<file path="src/rtl/hbx_pkg.sv">
// Shared definitions for the host handshake byte transfer controller.
package hbx_pkg;
    // Width of the host bus and of a buffer memory word.
    localparam int HBX_DW = 8;

    // Direction of a transfer as seen from the host.
    typedef enum logic {
        DIR_TO_HOST   = 1'b0,
        DIR_FROM_HOST = 1'b1
    } xfer_dir_e;
endpackage

</file>
<file path="src/rtl/hbx_ack_sync.sv">
// Synchronizes the asynchronous active-low acknowledge and flags its
// release (rising edge). A data delay line of equal depth keeps the host
// byte aligned with the oldest acknowledge sample, so that on a release the
// held output is the byte that was on the bus while acknowledge was low.
// Assumes the host keeps its data stable while acknowledge is low.
module hbx_ack_sync #(
    parameter int W = 8
) (
    input  logic         clk,
    input  logic         rst_n,
    input  logic         ack_n_raw,
    input  logic [W-1:0] data_raw,
    output logic         ack_high,
    output logic         ack_rise,
    output logic [W-1:0] data_held
);
    logic s1, s2, s3;
    logic [W-1:0] d1, d2, d3;

    // Three-stage sample chains for acknowledge and data.
    always_ff @(posedge clk) begin
        if (!rst_n) begin
            s1 <= 1'b1;
            s2 <= 1'b1;
            s3 <= 1'b1;
            d1 <= '0;
            d2 <= '0;
            d3 <= '0;
        end else begin
            s1 <= ack_n_raw;
            s2 <= s1;
            s3 <= s2;
            d1 <= data_raw;
            d2 <= d1;
            d3 <= d2;
        end
    end

    assign ack_high  = s2;
    assign ack_rise  = s2 & ~s3;
    assign data_held = d3;
endmodule

</file>
<file path="src/rtl/hbx_fifo.sv">
// Small ring-buffer FIFO with synchronous flush. A push when full and a pop
// when empty are dropped. The head entry is shown on dout at all times.
module hbx_fifo #(
    parameter int W     = 8,
    parameter int DEPTH = 2
) (
    input  logic         clk,
    input  logic         rst_n,
    input  logic         flush,
    input  logic         push,
    input  logic [W-1:0] din,
    input  logic         pop,
    output logic [W-1:0] dout,
    output logic         full,
    output logic         empty
);
    localparam int PW = (DEPTH > 1) ? $clog2(DEPTH) : 1;
    localparam int CW = $clog2(DEPTH + 1);

    logic [W-1:0]  slots [DEPTH];
    logic [PW-1:0] wp, rp;
    logic [CW-1:0] cnt;
    logic          do_push, do_pop;

    // Next ring position, wrapping at DEPTH.
    function automatic logic [PW-1:0] nxt(input logic [PW-1:0] p);
        return (p == PW'(DEPTH - 1)) ? '0 : p + 1'b1;
    endfunction

    assign full    = (cnt == CW'(DEPTH));
    assign empty   = (cnt == '0);
    assign do_push = push & ~full;
    assign do_pop  = pop & ~empty;
    assign dout    = slots[rp];

    // Pointer and occupancy update; flush empties the ring.
    always_ff @(posedge clk) begin
        if (!rst_n || flush) begin
            wp  <= '0;
            rp  <= '0;
            cnt <= '0;
        end else begin
            if (do_push) begin
                slots[wp] <= din;
                wp        <= nxt(wp);
            end
            if (do_pop) begin
                rp <= nxt(rp);
            end
            cnt <= cnt + CW'(do_push) - CW'(do_pop);
        end
    end

    p_level_bound_r5: assert property (@(posedge clk) disable iff (!rst_n)
        cnt <= CW'(DEPTH));
    p_flush_empties_r10: assert property (@(posedge clk) disable iff (!rst_n)
        flush |=> empty);
endmodule

</file>
<file path="src/rtl/hbx_dma_ctrl.sv">
// Host handshake byte transfer controller (top).
// Moves bytes between an 8-bit host bus and a synchronous buffer memory.
// It supports a request/acknowledge mode and a direct register mode.
// Each direction uses a small FIFO. A transfer counter is decremented on
// every FIFO entry, and a sticky completion flag is raised.
// Assumes: a memory read returns data one clock after mem_en with mem_we=0.
// Assumes: the CPU disables the block before it reloads count or address.
module hbx_dma_ctrl
    import hbx_pkg::*;
#(
    parameter int CNT_W      = 8,
    parameter int ADDR_W     = 8,
    parameter int FIFO_DEPTH = 2
) (
    input  logic              clk,
    input  logic              rst_n,
    input  logic              cnt_load,
    input  logic [CNT_W-1:0]  cnt_value,
    input  logic              addr_load,
    input  logic [ADDR_W-1:0] addr_value,
    input  logic              ctrl_load,
    input  logic              ctrl_en,
    input  logic              ctrl_dir,
    input  logic              ctrl_pio,
    output logic              host_req,
    input  logic              host_ack_n,
    input  logic [HBX_DW-1:0] host_din,
    output logic [HBX_DW-1:0] host_dout,
    output logic              host_dout_oe,
    input  logic              pio_wr,
    input  logic [HBX_DW-1:0] pio_wdata,
    input  logic              pio_rd,
    output logic [HBX_DW-1:0] pio_rdata,
    output logic              mem_en,
    output logic              mem_we,
    output logic [ADDR_W-1:0] mem_addr,
    output logic [HBX_DW-1:0] mem_wdata,
    input  logic [HBX_DW-1:0] mem_rdata,
    output logic              stat_done
);
    // Control state.
    logic              en_q, pio_q;
    xfer_dir_e         dir_q;
    logic [CNT_W-1:0]  cnt_q;
    logic [ADDR_W-1:0] addr_q;
    logic              pend_q, rd_pend_q, done_q;

    // Synchronized acknowledge.
    logic              ack_high, ack_rise;
    logic [HBX_DW-1:0] held_byte;

    // FIFO handshakes.
    logic              wpush, wpop, wfull, wempty;
    logic              rpush, rpop, rfull, rempty;
    logic [HBX_DW-1:0] wdin, wdout, rdout;

    // Mode decodes.
    logic dma_h2b, dma_b2h, pio_h2b, pio_b2h, cnt_nz, rd_issue, req_ok, flush;

    hbx_ack_sync #(.W(HBX_DW)) u_ack (
        .clk       (clk),
        .rst_n     (rst_n),
        .ack_n_raw (host_ack_n),
        .data_raw  (host_din),
        .ack_high  (ack_high),
        .ack_rise  (ack_rise),
        .data_held (held_byte)
    );

    assign dma_h2b = en_q & ~pio_q & (dir_q == DIR_FROM_HOST);
    assign dma_b2h = en_q & ~pio_q & (dir_q == DIR_TO_HOST);
    assign pio_h2b = en_q &  pio_q & (dir_q == DIR_FROM_HOST);
    assign pio_b2h = en_q &  pio_q & (dir_q == DIR_TO_HOST);
    assign cnt_nz  = (cnt_q != '0);
    assign flush   = ~en_q;

    // Write path: host byte enters on acknowledge release or register write.
    assign wpush = cnt_nz & ~wfull &
                   ((dma_h2b & pend_q & ack_rise) | (pio_h2b & pio_wr));
    assign wdin  = pio_q ? pio_wdata : held_byte;
    assign wpop  = en_q & ~wempty;

    hbx_fifo #(.W(HBX_DW), .DEPTH(FIFO_DEPTH)) u_wfifo (
        .clk   (clk),
        .rst_n (rst_n),
        .flush (flush),
        .push  (wpush),
        .din   (wdin),
        .pop   (wpop),
        .dout  (wdout),
        .full  (wfull),
        .empty (wempty)
    );

    // Read path: one memory read in flight at a time, landing in the FIFO.
    assign rd_issue = en_q & (dir_q == DIR_TO_HOST) & cnt_nz & ~rd_pend_q & ~rfull;
    assign rpush    = en_q & rd_pend_q;
    assign rpop     = (dma_b2h & pend_q & ack_rise) | (pio_b2h & pio_rd);

    hbx_fifo #(.W(HBX_DW), .DEPTH(FIFO_DEPTH)) u_rfifo (
        .clk   (clk),
        .rst_n (rst_n),
        .flush (flush),
        .push  (rpush),
        .din   (mem_rdata),
        .pop   (rpop),
        .dout  (rdout),
        .full  (rfull),
        .empty (rempty)
    );

    // Buffer memory port.
    assign mem_en    = wpop | rd_issue;
    assign mem_we    = wpop;
    assign mem_addr  = addr_q;
    assign mem_wdata = wdout;

    // Host-side outputs.
    assign host_dout    = rdout;
    assign host_dout_oe = dma_b2h & pend_q & ~ack_high;
    assign pio_rdata    = rdout;
    assign stat_done    = done_q;

    // Control word register.
    always_ff @(posedge clk) begin
        if (!rst_n) begin
            en_q  <= 1'b0;
            dir_q <= DIR_TO_HOST;
            pio_q <= 1'b0;
        end else if (ctrl_load) begin
            en_q  <= ctrl_en;
            dir_q <= xfer_dir_e'(ctrl_dir);
            pio_q <= ctrl_pio;
        end
    end

    // Transfer counter: one step down per byte entering a FIFO.
    always_ff @(posedge clk) begin
        if (!rst_n) begin
            cnt_q <= '0;
        end else if (cnt_load) begin
            cnt_q <= cnt_value;
        end else if (wpush | rpush) begin
            cnt_q <= cnt_q - 1'b1;
        end
    end

    // Buffer address counter: steps after every memory access, wraps freely.
    always_ff @(posedge clk) begin
        if (!rst_n) begin
            addr_q <= '0;
        end else if (addr_load) begin
            addr_q <= addr_value;
        end else if (mem_en) begin
            addr_q <= addr_q + 1'b1;
        end
    end

    // In-flight memory read marker.
    always_ff @(posedge clk) begin
        if (!rst_n || !en_q) begin
            rd_pend_q <= 1'b0;
        end else begin
            rd_pend_q <= rd_issue;
        end
    end

    // Request condition for the current direction.
    assign req_ok = dma_h2b ? (~wfull & cnt_nz) : (dma_b2h & ~rempty);

    // Request/acknowledge handshake: raise, drop on acknowledge, retire on release.
    always_ff @(posedge clk) begin
        if (!rst_n || !en_q || pio_q) begin
            host_req <= 1'b0;
            pend_q   <= 1'b0;
        end else begin
            if (host_req && !ack_high) begin
                host_req <= 1'b0;
            end
            if (pend_q && ack_rise) begin
                pend_q <= 1'b0;
            end else if (!pend_q && ack_high && req_ok) begin
                host_req <= 1'b1;
                pend_q   <= 1'b1;
            end
        end
    end

    // Sticky completion flag: count exhausted and everything drained.
    always_ff @(posedge clk) begin
        if (!rst_n || ctrl_load) begin
            done_q <= 1'b0;
        end else if (en_q && !cnt_nz && wempty && rempty && !rd_pend_q && !pend_q) begin
            done_q <= 1'b1;
        end
    end

    p_req_release_r2: assert property (@(posedge clk) disable iff (!rst_n)
        (host_req && !ack_high) |=> !host_req);
    p_zero_no_req_r5: assert property (@(posedge clk) disable iff (!rst_n)
        (dma_h2b && !cnt_nz && !cnt_load && !ctrl_load) |=> !host_req);
    p_drive_in_ack_r4: assert property (@(posedge clk) disable iff (!rst_n)
        host_dout_oe |-> (!ack_high && !rempty));
    p_done_drained_r6: assert property (@(posedge clk) disable iff (!rst_n)
        $rose(stat_done) |-> $past(!cnt_nz && wempty && rempty));
    p_addr_step_r7: assert property (@(posedge clk) disable iff (!rst_n)
        (mem_en && !addr_load) |=> (mem_addr == ADDR_W'($past(mem_addr) + 1'b1)));
    p_pio_quiet_r8: assert property (@(posedge clk) disable iff (!rst_n)
        (pio_q && $past(pio_q)) |-> !host_req);
    p_idle_no_req_r10: assert property (@(posedge clk) disable iff (!rst_n)
        (!en_q && !ctrl_load) |=> !host_req);
endmodule

</file>
<file path="config.mk">
export PLATFORM = sky130hd
export DESIGN_NAME = hbx_dma_ctrl
export DESIGN_NICKNAME = d
export VERILOG_FILES = /design/src/rtl/hbx_pkg.sv /design/src/rtl/hbx_ack_sync.sv /design/src/rtl/hbx_fifo.sv /design/src/rtl/hbx_dma_ctrl.sv
export SDC_FILE = /design/constraint.sdc
export NUM_CORES = 1
export LEC_CHECK = 0
export BUFFER_PORTS_ARGS = -buffer_cell sky130_fd_sc_hd__buf_2
export CORE_AREA = 2 2 93 95
export DETAILED_ROUTE_END_ITERATION = 10
export DIE_AREA = 0 0 95 97
export PLACE_DENSITY = 0.71
export SYNTH_ARGS = -nofsm -noshare
export SYNTH_HDL_FRONTEND = slang
export SYNTH_SLANG_ARGS = --single-unit
export TNS_END_PERCENT = 1
</file>
<file path="constraint.sdc">
create_clock -name clk -period 2.9 [get_ports clk]
set_input_delay 0.435 -clock clk [delete_from_list [all_inputs] [get_ports clk]]
set_output_delay 0.435 -clock clk [all_outputs]
set_load 0.1 [all_outputs]
</file>
==> summary.txt, run 1 <==
outcome = finished clean
CP Launch Point = cnt_q[0]
CTS Hold Buffers Added = 0
RSZ-0062 raised after global routing = no
relative slew slack = 27.7%
worst clock skew = 7.62 ps
Avg Inst Size Synth = 11.4 um^2
reg2reg end = u_wfifo.slots[1][7]
# setup viols final = 0
wire per inst = 13.5 um
die span in x = 95 um
Worst Setup Start Kind = register
WL met3 = 536 um
via count = 2629
vias in the first global route = 2601
PortBufs = 87
met1 WL = 3.14 mm
final number of hold-violating endpoints = 0
Detailed Route Iter0 Violations = 107
die area = 9220 um^2
first-pass GRT wire length = 11.8 mm
uppermost layer routed = met4
Ports = 88
EDFF count, synth = 32
effective utilization at floorplan = 47.0%
Post-Syn Instances = 336
Core Rows = 33
first drt pass iteration count = 4
post-layout util = 55.8%
clk sinks = 92
fin. max-slew vios = 0
Power per Cell Area = 560 nW/um^2
clk_lat worst skew = 360 ps
cell area after synthesis = 3820 um^2
worst slack, placed = 300 ps
final period utilization = 92.8%
clk buf depth = 2
max-cap violations = 0
total global routing track utilization = 16.4%
post-detailed-route count of antenna-violating nets = 0
Primary FF master, synth = dfxtp_1
CP Max Fanout = 7
core footprint = 8130 um^2
Chip Height = 97 um
kind of critical path = register to primary output
initial antenna violation count = 1
Sum Neg Setup Slack = 0 ps
met2 wire len = 3.36 mm
PostCTS Resize Cnt = 0
Worst-path clk slew = 100 ps
Worst Setup End Kind = primary output
Worst Hold Class = input pin to register
# fillers = 727
Synth async-reset ratio = 0%
fraction of layout cells with a size suffix above 1 = 33.6%
post-synthesis sequential area ratio = 56.6%
largest net degree at the start of global routing = 36
crit path DAT = 2260 ps
Period minus WS final = 2690 ps
Residual DRC = 0
GPL Wtd Cong = 0.839
CTS Buf Count = 9
Fmax = 372 MHz
critical path required time = 2470 ps
Setup WS post-layout = 209 ps
worst reg-to-reg setup slack = 350 ps
post-synthesis register bit count = 92
syn nets = 393
YS warnings = 0
Layout Nets = 474
Remaining Overflow, GRT = 0
post-DP HPWL = 5.20 mm
Worst Reg2Reg Path Length in Cells = 6
H-tree Lvls = 3
Via density = 4.98
synth unique cells = 51
CTS tree = yes
Least-Margin Pin Slew = 1080 ps
synth-to-layout area growth = 18.8%
leak pwr = 1.81 nW
root buf cell = clkbuf_8
Peak supply drop = 0.000296 V
critical path endpoint = mem_en
Post-CTS Setup Inserts = 0
drt total wl = 7.10 mm
R2R Path Start = cnt_q[0]
## worst max-delay path, cell delays in order (launching register included)
cell and delay [ps]:
dfxtp_1 340, inv_1 100, ha_1 150, or3b_2 530, o211ai_4 330, nand2_4 110, buf_2 330
## worst min-delay path by stage
stage,startpoint,end,slack (ps),cells after the start
finish,mem_rdata[4],u_rfifo.slots[0][4],270,1
detailed placement,u_ack.s1,u_ack.ack_high,410,1
global route,mem_rdata[0],u_rfifo.slots[0][0],240,1
floorplan,u_ack.s1,u_ack.ack_high,390,1
global placement,u_ack.d1[6],u_ack.d2[6],420,1
CTS,mem_rdata[0],u_rfifo.slots[0][0],240,1
## power breakdown
group	internal (mW)	switching, mW	leakage, nW
Clock	0.424	0.484	0.109
Sequential	1.36	0.0228	0.781
Combinational	0.0858	0.158	0.916
Total	1.87	0.665	1.81
## cell usage after synthesis, drive strengths merged, types with 2 or more instances
cell,instances,area [um^2]
nor3,10,50.1
a2111oi,2,17.5
mux2i,4,40.0
nor3b,3,27.5
a211oi,3,22.5
edfxtp,32,961
o211ai,4,43.8
o21ai,16,83.8
or2,2,12.5
xnor2,11,96.3
and4,2,17.5
nand2,14,60.1
buf,9,65.1
inv,13,48.8
nor4b,3,26.3
ha,6,75.1
o31ai,2,15.0
nand2b,9,56.3
nand4,3,18.8
nor2,18,67.6
and3,4,25.0
mux2,25,282
a21oi,12,60.1
and2,26,163
xor2,3,26.3
nand3,9,45.0
nor2b,4,25.0
clkbuf,13,48.8
dfxtp,60,1200
## kinds of logic after synthesis
family / after synthesis / synth area share, %
buf+inv: 35 / 4.26
xor+xnor: 14 / 3.21
compound gates: 48 / 8.74
fa+ha+maj: 6 / 1.96
simple gates: 112 / 16.8
mux: 29 / 8.42
flops: 92 / 56.6
## layout by cell type (no fill, tap or decap), drive strengths merged, types with 4 or more instances in the layout
cell / instances
buf: 92
dfxtp: 60
edfxtp: 32
and2: 26
mux2: 25
nor2: 18
inv: 17
o21ai: 16
nand2: 14
a21oi: 12
xnor2: 11
nor3: 10
nand2b: 9
nand3: 9
clkbuf: 9
ha: 6
and3: 4
nor2b: 4
mux2i: 4
o211ai: 4
## registers in the layout, indices dropped and copies added (netlist names), named ones only
signal,flops
u_wfifo.rp,1
u_rfifo.slots,16
pio_q,1
dir_q,1
u_ack.d1,8
mem_addr,8
u_ack.d2,8
pend_q,1
u_ack.s3,1
stat_done,1
u_rfifo.wp,1
host_req,1
u_wfifo.cnt,2
rd_pend_q,1
u_rfifo.cnt,2
u_ack.ack_high,1
cnt_q,8
u_wfifo.wp,1
u_ack.data_held,8
u_wfifo.slots,16
u_rfifo.rp,1
u_ack.s1,1
en_q,1
## stage by stage
step           area [um^2]  hold slack, ps  power [mW]  instances
6_report              4540             265        2.54        528
4_1_cts               4540             242        2.57        527
3_5_place_dp          4320             408        1.66        511
3_3_place_gp          4320             417        1.66        511
2_1_floorplan         3830             386        1.59        336
5_1_grt               4540             242        2.64        527
## layer usage
metal / vias to the layer above / track usage, %
met4: 0 / 4.91
met5: - / 0
met2: 101 / 26.5
met1: 1180 / 20.9
li1: 1342 / -
met3: 6 / 5.37
## layout make-up
class / count / area [um^2] / share of cell area, %
sequential: 92 / 2160 / 47.6
multi-input combinational: 209 / 1500 / 33.1
timing repair buffer: 92 / 473 / 10.4
tap: 105 / 131 / 2.89
clock buffer: 9 / 124 / 2.73
clock inverter: 7 / 93.8 / 2.07
inverter: 13 / 48.8 / 1.08
antenna: 1 / 2.50 / 0.0551
(Power assumes the default switching activity.)
==> run 2: changes to the inputs <==
--- a/config.mk
+++ b/config.mk
@@ -6,10 +6,9 @@
 export NUM_CORES = 1
 export LEC_CHECK = 0
 export BUFFER_PORTS_ARGS = -buffer_cell sky130_fd_sc_hd__buf_2
-export CORE_AREA = 2 2 93 95
+export CORE_AREA = 2 2 116 118
 export DETAILED_ROUTE_END_ITERATION = 10
-export DIE_AREA = 0 0 95 97
-export PLACE_DENSITY = 0.71
+export DIE_AREA = 0 0 118 120
 export SYNTH_ARGS = -nofsm -noshare
 export SYNTH_HDL_FRONTEND = slang
 export SYNTH_SLANG_ARGS = --single-unit
==> run 2 against run 1 <==
Via count increased by 1.6%; clock power is 38% higher; first-iteration DRC count increased by 65%; non-clock buffer count is 1 lower; register-to-register slack worse by 60 ps; highest routed layer unchanged; total power increased by 13%; cell area increased by 4.0%; count of clock-buffer cells in the layout up 3.
==> summary.txt, run 2 (synthesis gave the netlist of run 1 again) <==
CP Max Fanout = 7
critical path required time = 2470 ps
Worst Setup Start Kind = register
synth-to-layout area growth = 23.5%
CTS Hold Buffers Added = 0
clk buf depth = 2
Setup WS post-layout = 247 ps
Worst-path clk slew = 60 ps
vias in the first global route = 2661
RSZ-0062 raised after global routing = no
via count = 2671
CTS Buf Count = 9
# fillers = 1320
Core Rows = 42
CTS tree = yes
worst stage delay on the critical path = 530 ps
worst slack, placed = 271 ps
slowest stage cell, crit path = or3b_2
relative slew slack = 21.6%
largest registers in the final layout = u_rfifo.slots: 16 flops, u_wfifo.slots: 16 flops
WL met3 = 390 um
wire per inst = 13.4 um
initial antenna violation count = 0
Ports = 88
die area = 14200 um^2
Gate power share = 8.4%
Fmax = 377 MHz
Layout Nets = 473
commonest non-fill, non-tap cell in the layout = buf_2
outcome = finished clean
Period minus WS final = 2650 ps
met1 WL = 3.73 mm
Peak supply drop = 0.000260 V
fin. max-slew vios = 0
die span in x = 118 um
worst clock skew = 5.73 ps
effective utilization at floorplan = 29.4%
sequential power share = 48.3%
root buf cell = clkbuf_16
Switching Fraction = 22.6%
H-tree Lvls = 3
Via density = 4.47
dpl cell area = 4400 um^2
met2 wire len = 3.70 mm
post-DP HPWL = 5.86 mm
worst path cell trace = inv_1 > ha_1 > or3b_2 > o211ai_4 > nand2_4 > buf_2
antenna cells = 0
PostCTS Resize Cnt = 0
worst reg-to-reg setup slack = 290 ps
Residual DRC = 0
Worst Hold Class = input pin to register
Least-Margin Pin Slew = 1170 ps
min-delay src = mem_rdata[2]
commonest non-fill, non-tap cells in the layout = 87 x buf_2, 60 x dfxtp_1, 32 x edfxtp_1, 26 x and2_1, 24 x mux2_2
core footprint = 13000 um^2
max-cap violations = 0
uppermost layer routed = met4
hold endpoint = u_rfifo.slots[1][2]
Detailed Route Iter0 Violations = 177
# setup viols final = 0
first drt pass iteration count = 4
R2R Path Start = cnt_q[0]
Worst Reg2Reg Path Length in Cells = 6
clk sinks = 92
PortBufs = 87
fraction of layout cells with a size suffix above 1 = 32.8%
post-detailed-route count of antenna-violating nets = 0
drt total wl = 8.00 mm
total global routing track utilization = 11.8%
final number of hold-violating endpoints = 0
switching pwr = 652 uW
first-pass GRT wire length = 13.1 mm
WP buf/inv = 2
Chip Height = 120 um
Clk pwr share = 43.3%
CP top delay family = simple AND/OR/NAND/NOR gates
leak pwr = 1.85 nW
hold slack = 288 ps
Worst Setup End Kind = primary output
crit path DAT = 2220 ps
clk_lat worst skew = 340 ps
Hold Crit Depth = 1
Power per Cell Area = 611 nW/um^2
Post-CTS Setup Inserts = 0
Sum Neg Setup Slack = 0 ps
internal power = 2.23 mW
Remaining Overflow, GRT = 0
design area = 4720 um^2
final period utilization = 91.5%
largest net degree at the start of global routing = 56
reg2reg end = u_wfifo.slots[0][6]
GPL Wtd Cong = 0.792
kind of critical path = register to primary output
==> run 2: cell types whose count changed in the layout (fill, tap and decap cells not counted), sizes merged <==
cell | before | now
clkinvlp | 1 | 0
buf | 92 | 91
diode | 1 | 0
bufinv | 1 | 2
inv | 17 | 13
clkbuf | 9 | 12
clkinv | 1 | 2
==> run 2: worst reg2reg max path: stages, from the launching register on <==
cell	delay (ps)
dfxtp_1	360
inv_1	90
ha_1	190
or3b_2	280
o22ai_4	100
or2_0	260
nor3_1	950
==> run 2: cell type report <==
cell class / count / area (um^2) / share of cell area, %
Sequential cell: 92 / 2160 / 45.8
Timing Repair Buffer: 91 / 465 / 9.86
Clock inverter: 4 / 72.6 / 1.54
Tap cell: 176 / 220 / 4.67
Clock buffer: 12 / 246 / 5.22
Inverter: 13 / 48.8 / 1.03
Multi-Input combinational cell: 209 / 1500 / 31.8
==> run 2: power groups by stage <==
stage	combinational (mW)	clock (mW)	sequential, mW
floorplan	0.114	0	1.47
global placement	0.241	0	1.42
detailed placement	0.245	0	1.42
CTS	0.247	1.28	1.39
global route	0.266	1.33	1.39
finish	0.243	1.25	1.39
==> run 2: metal layers <==
metal	global-route usage (%)	up-vias
li1	-	1340
met4	6.10	0
met5	0	-
met3	2.80	11
met1	14.5	1249
met2	19.3	71
==> run 2: per-stage QoR <==
step	util [%]	total power [mW]	std cells
2_1_floorplan	-	1.59	336
3_3_place_gp	33.9	1.66	581
3_5_place_dp	33.9	1.66	581
4_1_cts	36.4	2.92	597
5_1_grt	36.4	2.99	597
6_report	36.4	2.88	597
==> run 2: worst max-delay path by stage <==
stage / endpoint / startpoint / depth (start not counted)
final: mem_en / cnt_q[0] / 6
after floorplan: host_dout_oe / en_q / 3
after global placement: u_wfifo.slots[1][5] / cnt_q[0] / 6
after detailed placement: u_wfifo.slots[0][3] / cnt_q[0] / 6
after global routing: u_wfifo.slots[1][3] / cnt_q[0] / 6
after CTS: mem_en / cnt_q[0] / 6
